## config.mk

```make
export PLATFORM = sky130hd
export DESIGN_NAME = hcc_three_phase
export DESIGN_NICKNAME = d
export VERILOG_FILES = /design/src/rtl/hcc_pkg.sv /design/src/rtl/hcc_band_cmp.sv /design/src/rtl/hcc_leg.sv /design/src/rtl/hcc_three_phase.sv
export SDC_FILE = /design/constraint.sdc
export NUM_CORES = 1
export LEC_CHECK = 0
export ABC_AREA = 1
export BUFFER_PORTS_ARGS = -buffer_cell sky130_fd_sc_hd__buf_2
export CORE_UTILIZATION = 37
export CTS_BUF_LIST = sky130_fd_sc_hd__clkbuf_4 sky130_fd_sc_hd__clkbuf_8
export CTS_CLUSTER_SIZE = 14
export DETAILED_ROUTE_END_ITERATION = 7
export GPL_TIMING_DRIVEN = 0
export PLACE_DENSITY = 0.61
export SYNTH_ARGS = -nofsm -noshare
export SYNTH_HDL_FRONTEND = slang
export SYNTH_HIERARCHICAL = 1
export SYNTH_SLANG_ARGS = --single-unit
```

## constraint.sdc

```tcl
create_clock -name clk -period 3.45 [get_ports clk]
set_input_delay 0.345 -clock clk [delete_from_list [all_inputs] [get_ports clk]]
set_output_delay 0.345 -clock clk [all_outputs]
set_load 0.02 [all_outputs]
```

## src/rtl/hcc_pkg.sv

```systemverilog
package hcc_pkg;
   localparam int NUM_LEGS = 3;

   typedef enum logic [1:0] {
      LEG_OFF = 2'b00,
      LEG_HI  = 2'b01,
      LEG_LO  = 2'b10
   } leg_state_e;
endpackage

```

## src/rtl/hcc_band_cmp.sv

```systemverilog
module hcc_band_cmp #(
   parameter int CUR_W = 12,
   parameter int HB_W  = 8
) (
   input  logic signed [CUR_W-1:0] ref_i,
   input  logic signed [CUR_W-1:0] meas_i,
   input  logic        [HB_W-1:0]  hb_i,
   output logic                    at_upper_o,
   output logic                    at_lower_o
);
   // one guard bit keeps ref +/- half-band from wrapping
   localparam int EW = CUR_W + 1;

   if (HB_W >= CUR_W) begin : g_bad_width
      $error("hcc_band_cmp: HB_W must be below CUR_W");
   end

   logic signed [EW-1:0] ref_x, meas_x, hb_x, lim_up, lim_dn;

   always_comb begin
      ref_x  = EW'(ref_i);
      meas_x = EW'(meas_i);
      hb_x   = $signed({{(EW-HB_W){1'b0}}, hb_i});
      lim_up = ref_x + hb_x;
      lim_dn = ref_x - hb_x;
   end

   assign at_upper_o = (meas_x >= lim_up);
   assign at_lower_o = (meas_x <= lim_dn);
endmodule

```

## src/rtl/hcc_leg.sv

```systemverilog
module hcc_leg
   import hcc_pkg::*;
#(
   parameter int DWELL_CLKS = 6
) (
   input  logic clk,
   input  logic rst_n,
   input  logic en,
   input  logic over_i,
   input  logic under_i,
   output logic gate_hi_o,
   output logic gate_lo_o
);
   localparam int CW = (DWELL_CLKS > 1) ? $clog2(DWELL_CLKS) : 1;
   localparam int AW = $clog2(DWELL_CLKS + 1);

   if (DWELL_CLKS < 1) begin : g_bad_dwell
      $error("hcc_leg: DWELL_CLKS must be at least 1");
   end

   leg_state_e st_q, st_d;
   logic       dwell_ok;

   always_comb begin
      st_d = st_q;
      if (!en)
         st_d = LEG_OFF;
      else if (over_i && st_q != LEG_LO && dwell_ok)
         st_d = LEG_LO;
      else if (!over_i && under_i && st_q != LEG_HI && dwell_ok)
         st_d = LEG_HI;
   end

   always_ff @(posedge clk or negedge rst_n) begin
      if (!rst_n) st_q <= LEG_OFF;
      else        st_q <= st_d;
   end

   if (DWELL_CLKS > 1) begin : g_dwell
      logic [CW-1:0] hold_q;
      always_ff @(posedge clk or negedge rst_n) begin
         if (!rst_n)              hold_q <= '0;
         else if (!en)            hold_q <= '0;
         else if (st_d != st_q)   hold_q <= CW'(DWELL_CLKS - 1);
         else if (hold_q != '0)   hold_q <= hold_q - 1'b1;
      end
      assign dwell_ok = (hold_q == '0);
   end else begin : g_no_dwell
      assign dwell_ok = 1'b1;
   end

   assign gate_hi_o = (st_q == LEG_HI);
   assign gate_lo_o = (st_q == LEG_LO);

   // observer: edges since the last change seen on the gate pins
   logic [1:0]    prev_q;
   logic [AW-1:0] age_q;
   always_ff @(posedge clk or negedge rst_n) begin
      if (!rst_n) begin
         prev_q <= 2'b00;
         age_q  <= AW'(DWELL_CLKS);
      end else begin
         prev_q <= {gate_hi_o, gate_lo_o};
         if ({gate_hi_o, gate_lo_o} != prev_q)  age_q <= AW'(1);
         else if (age_q < AW'(DWELL_CLKS))      age_q <= age_q + 1'b1;
      end
   end

   AST_NO_SHOOT_THROUGH: assert property (@(posedge clk) disable iff (!rst_n)
      !(gate_hi_o && gate_lo_o));
   AST_DISABLE_OFF: assert property (@(posedge clk) disable iff (!rst_n)
      !en |=> (!gate_hi_o && !gate_lo_o));
   AST_HOLD_IN_BAND: assert property (@(posedge clk) disable iff (!rst_n)
      (en && !over_i && !under_i) |=> ($stable(gate_hi_o) && $stable(gate_lo_o)));
   AST_OVER_ACTS: assert property (@(posedge clk) disable iff (!rst_n)
      (en && over_i && dwell_ok) |=> (gate_lo_o && !gate_hi_o));
   AST_UNDER_ACTS: assert property (@(posedge clk) disable iff (!rst_n)
      (en && under_i && !over_i && dwell_ok) |=> (gate_hi_o && !gate_lo_o));
   AST_DWELL_GAP: assert property (@(posedge clk) disable iff (!rst_n)
      (({gate_hi_o, gate_lo_o} != prev_q) && prev_q != 2'b00 &&
       {gate_hi_o, gate_lo_o} != 2'b00) |-> (age_q == AW'(DWELL_CLKS)));
endmodule

```

## src/rtl/hcc_three_phase.sv

```systemverilog
module hcc_three_phase
   import hcc_pkg::*;
#(
   parameter int CUR_W      = 12,
   parameter int HB_W       = 8,
   parameter int DWELL_CLKS = 6
) (
   input  logic                      clk,
   input  logic                      rst_n,
   input  logic                      en,
   input  logic [HB_W-1:0]           half_band,
   input  logic [NUM_LEGS*CUR_W-1:0] ref_cur,
   input  logic [NUM_LEGS*CUR_W-1:0] meas_cur,
   output logic [NUM_LEGS-1:0]       gate_hi,
   output logic [NUM_LEGS-1:0]       gate_lo,
   output logic [NUM_LEGS-1:0]       over_band,
   output logic [NUM_LEGS-1:0]       under_band
);
   if (CUR_W < 2) begin : g_bad_cur
      $error("hcc_three_phase: CUR_W must be at least 2");
   end

   for (genvar p = 0; p < NUM_LEGS; p++) begin : g_leg
      logic signed [CUR_W-1:0] r_s, m_s;
      logic                    up_c, dn_c;
      logic                    up_q, dn_q;

      assign r_s = $signed(ref_cur[p*CUR_W +: CUR_W]);
      assign m_s = $signed(meas_cur[p*CUR_W +: CUR_W]);

      hcc_band_cmp #(.CUR_W(CUR_W), .HB_W(HB_W)) u_cmp (
         .ref_i      (r_s),
         .meas_i     (m_s),
         .hb_i       (half_band),
         .at_upper_o (up_c),
         .at_lower_o (dn_c)
      );

      always_ff @(posedge clk or negedge rst_n) begin
         if (!rst_n) begin
            up_q <= 1'b0;
            dn_q <= 1'b0;
         end else begin
            up_q <= up_c;
            dn_q <= dn_c;
         end
      end

      assign over_band[p]  = up_q;
      assign under_band[p] = dn_q;

      hcc_leg #(.DWELL_CLKS(DWELL_CLKS)) u_leg (
         .clk       (clk),
         .rst_n     (rst_n),
         .en        (en),
         .over_i    (up_c),
         .under_i   (dn_c),
         .gate_hi_o (gate_hi[p]),
         .gate_lo_o (gate_lo[p])
      );

      AST_FLAG_EXCL: assert property (@(posedge clk) disable iff (!rst_n)
         (half_band != '0) |=> !(over_band[p] && under_band[p]));
   end
endmodule

```

==> results.py <==
metrics = {
    "grt": {
        "grt_pass1_wl_um": 26900,
        "grtUsageTotal_pct": 18.5,
        "grt_overflow_total": 0,
        "antenna_found_initial": 6,
        "first_global_vias": 5882,
        "grt_max_degree": 22,
    },
    "synthesis": {
        "yosys_most_used_dff": "dfrtp_1",
        "synth_common_cells": "nand2_1, inv_1, ha_1",
        "synth.area.top_cells": "ha_1, nand2_1, inv_1, dfrtp_1, nand3_1",
        "avgSynthCellArea_um2": 6.23,
        "async_flop_share_pct": 100,
        "synthesis.area_um2": 6370,
        "synth_top_area_share_pct": 25.9,
        "syn_inst": 1023,
        "synth.most_common_cell": "nand2_1",
        "synth_area_leader_cell": "ha_1",
        "synth-seq-cells": 21,
        "ys_types": 29,
        "seq_area_frac_synth_pct": 8.25,
        "synth-edff-count": 0,
        "synthesis.nets": 1244,
        "yosysWarnings": 6,
    },
    "power": {
        "power.leakage_nw": 4.42,
        "peakVddDrop_v": 0.000181,
        "power-per-cell-area_nw_per_um2": 305,
    },
    "cts": {
        "clk_latency_ps": 260,
        "clockRootBuffer": "clkbuf_8",
        "numCtsBuffers": 3,
        "clk_pin_slew_ps": 80,
        "clockBufferDepth": 2,
        "h-tree-depth": 1,
        "holdBufCountCts": 0,
        "cts_tree": "done",
        "numClockSinks": 21,
    },
    "timing": {
        "final_hold_viol_count": 0,
        "setup_viol": 0,
        "period_minus_slack_ps": 3200,
        "relSlewSlack_pct": 66.1,
        "fin_crit_sh_pct": 92.7,
        "worstMarginPinSlew_ps": 508,
        "skew_ps": 2.32,
        "fin_setup_tns_ps": 0,
        "max_clock_freq_mhz": 313,
        "drv_slew": 0,
    },
    "critical_path": {
        "crit_start": "half_band[5]",
        "worst_ep_required_time_ps": 3660,
        "cp.arrival_ps": 3410,
        "worstRegToRegCells": 11,
        "worstPathMaxFanout": 7,
        "crit_path_start_kind": "primary input",
        "worst-setup-path-type": "in2reg",
        "r2r-start": "g_leg[2].u_leg/g_dwell.hold_q[0]",
        "end_kind": "register",
    },
    "route": {
        "drc": 0,
        "vias": 6247,
        "drt-total-wl_um": 16100,
        "dr.pass1.iters": 4,
        "vias_per_cell": 4.61,
        "drtAntennaViolNets": 0,
        "drtIter0Drc": 176,
        "wire_per_inst_um": 11.9,
    },
    "floorplanning": {
        "core.rowCount": 47,
        "die_h_um": 133,
        "start_util_pct": 38.1,
        "die_width_um": 133,
        "core_area_um2": 16700,
        "dieArea_um2": 17700,
        "ios": 95,
    },
    "placed_design": {
        "dp.final_hpwl_um": 14100,
        "portBuffers": 94,
        "dp.cells": 1337,
        "gp_congestion": 0.843,
    },
    "min_path": {
        "hp-class": "in2async",
    },
    "status": {
        "outcome": "completed",
    },
    "cells_and_area": {
        "nets": 1353,
        "syn_to_final_growth_pct": 18.0,
        "fin_cells": 1354,
        "multi_input_area_um2": 5220,
        "num-fill-cells": 1801,
        "regArea_um2": 526,
        "drive_above_1_share_pct": 20.2,
    },
    "run": {
        "drv_cap": 0,
    },
}
## metrics by stage
| stage | power, mW | area [um^2] | hold slack, ps | worst slack [ps] | utilization (%) |
|---|---|---|---|---|---|
| after floorplan | 1.66 | 6370 | 49.4 | 486 | - |
| after global placement | 2.03 | 7120 | 351 | -266 | 42.6 |
| after detailed placement | 2.05 | 7120 | 354 | -305 | 42.6 |
| after CTS | 2.24 | 7170 | 60.6 | 13.2 | 42.9 |
| after global routing | 2.60 | 7520 | 69.5 | -25.3 | 45.0 |
| final | 2.29 | 7520 | 42.8 | 251 | 45.0 |
## layout make-up
| class | count | area share, % |
|---|---|---|
| multi-input combinational | 787 | 69.4 |
| clock buffer | 3 | 0.549 |
| clock inverter | 1 | 0.0665 |
| timing repair buffer | 104 | 7.42 |
| buffer | 18 | 2.00 |
| antenna | 3 | 0.0998 |
| inverter | 197 | 9.83 |
| sequential | 21 | 6.99 |
| tap | 220 | 3.66 |
## cells in the final DEF, fill, tap and decap left out, drive strengths merged
master  count
nand2     299
inv       196
ha        132
buf       117
nand3      92
a21oi      72
nor2       68
xor2       45
o21ai      33
dfrtp      21
nand4      16
nor3        9
clkbuf      8
and2        6
fa          6
diode       3
a21o        3
xnor2       3
a21boi      3
clkinv      2
## what timing repair did
item / in CTS / in global routing
buffers inserted: 0 / 10
pin swaps: 1 / 14
endpoints found under the setup margin: 3 / 10
resized for setup: 1 / 73
## routing by layer
layer	GRT usage, %	share of wire (%)	up-vias
met2	32.0	46	65
met1	24.5	49	2711
met5	0	0.26	-
met3	3.12	3.4	14
li1	-	-	3451
met4	2.46	0.94	6
## registers in the layout, summed over array words and instances, names as in the netlist
signal,flops
g_leg.u_leg/st_q,6
g_leg.u_leg/g_dwell.hold_q,9
g_leg.up_q,3
g_leg.dn_q,3
## logic make-up after synthesis
logic type,synth area share (%)
adders and majority gates,27.8
AOI/OAI and AO/OA,9.84
DFF,8.25
buffers and inverters,13.9
xor gates and xnor gates,6.60
and+or+nand+nor,33.6
## worst max-delay path: stages
cell	delay, ps
clkbuf_4	170
inv_1	60
ha_1	270
buf_4	160
inv_1	60
a21o_1	180
a21boi_2	140
nand2_2	100
nand3_1	100
nand2_1	110
ha_4	300
nand2_1	60
inv_1	70
nand3_1	100
nor2_2	120
nand2_1	100
nand3_1	110
nand3_2	130
nor2_2	140
nand3_2	100
nand2_1	100
nand2_1	50
nand3_1	70
nand2_2	70
nand3_1	70
nand2_1	50
inv_1	60
## power by group
group	switching (mW)	total [mW]	internal [mW]	leakage (nW)
clock network	0.0852	0.166	0.0805	0.0255
registers	0.0570	0.385	0.328	0.269
logic	1.05	1.74	0.696	4.13
## final timing paths
kind,end,slack [ps]
setup reg to reg,g_leg[2].u_leg/g_dwell.hold_q[2],1880
max in group asynchronous,g_leg[2].u_leg/st_q[0],3070
setup / recovery,g_leg[2].u_leg/g_dwell.hold_q[2],250
hold reg to reg,g_leg[0].u_leg/st_q[0],590
hold / removal,g_leg[0].u_leg/g_dwell.hold_q[2],40
min in group clk,g_leg[0].u_leg/g_dwell.hold_q[0],490
(Power assumes the default switching activity.)
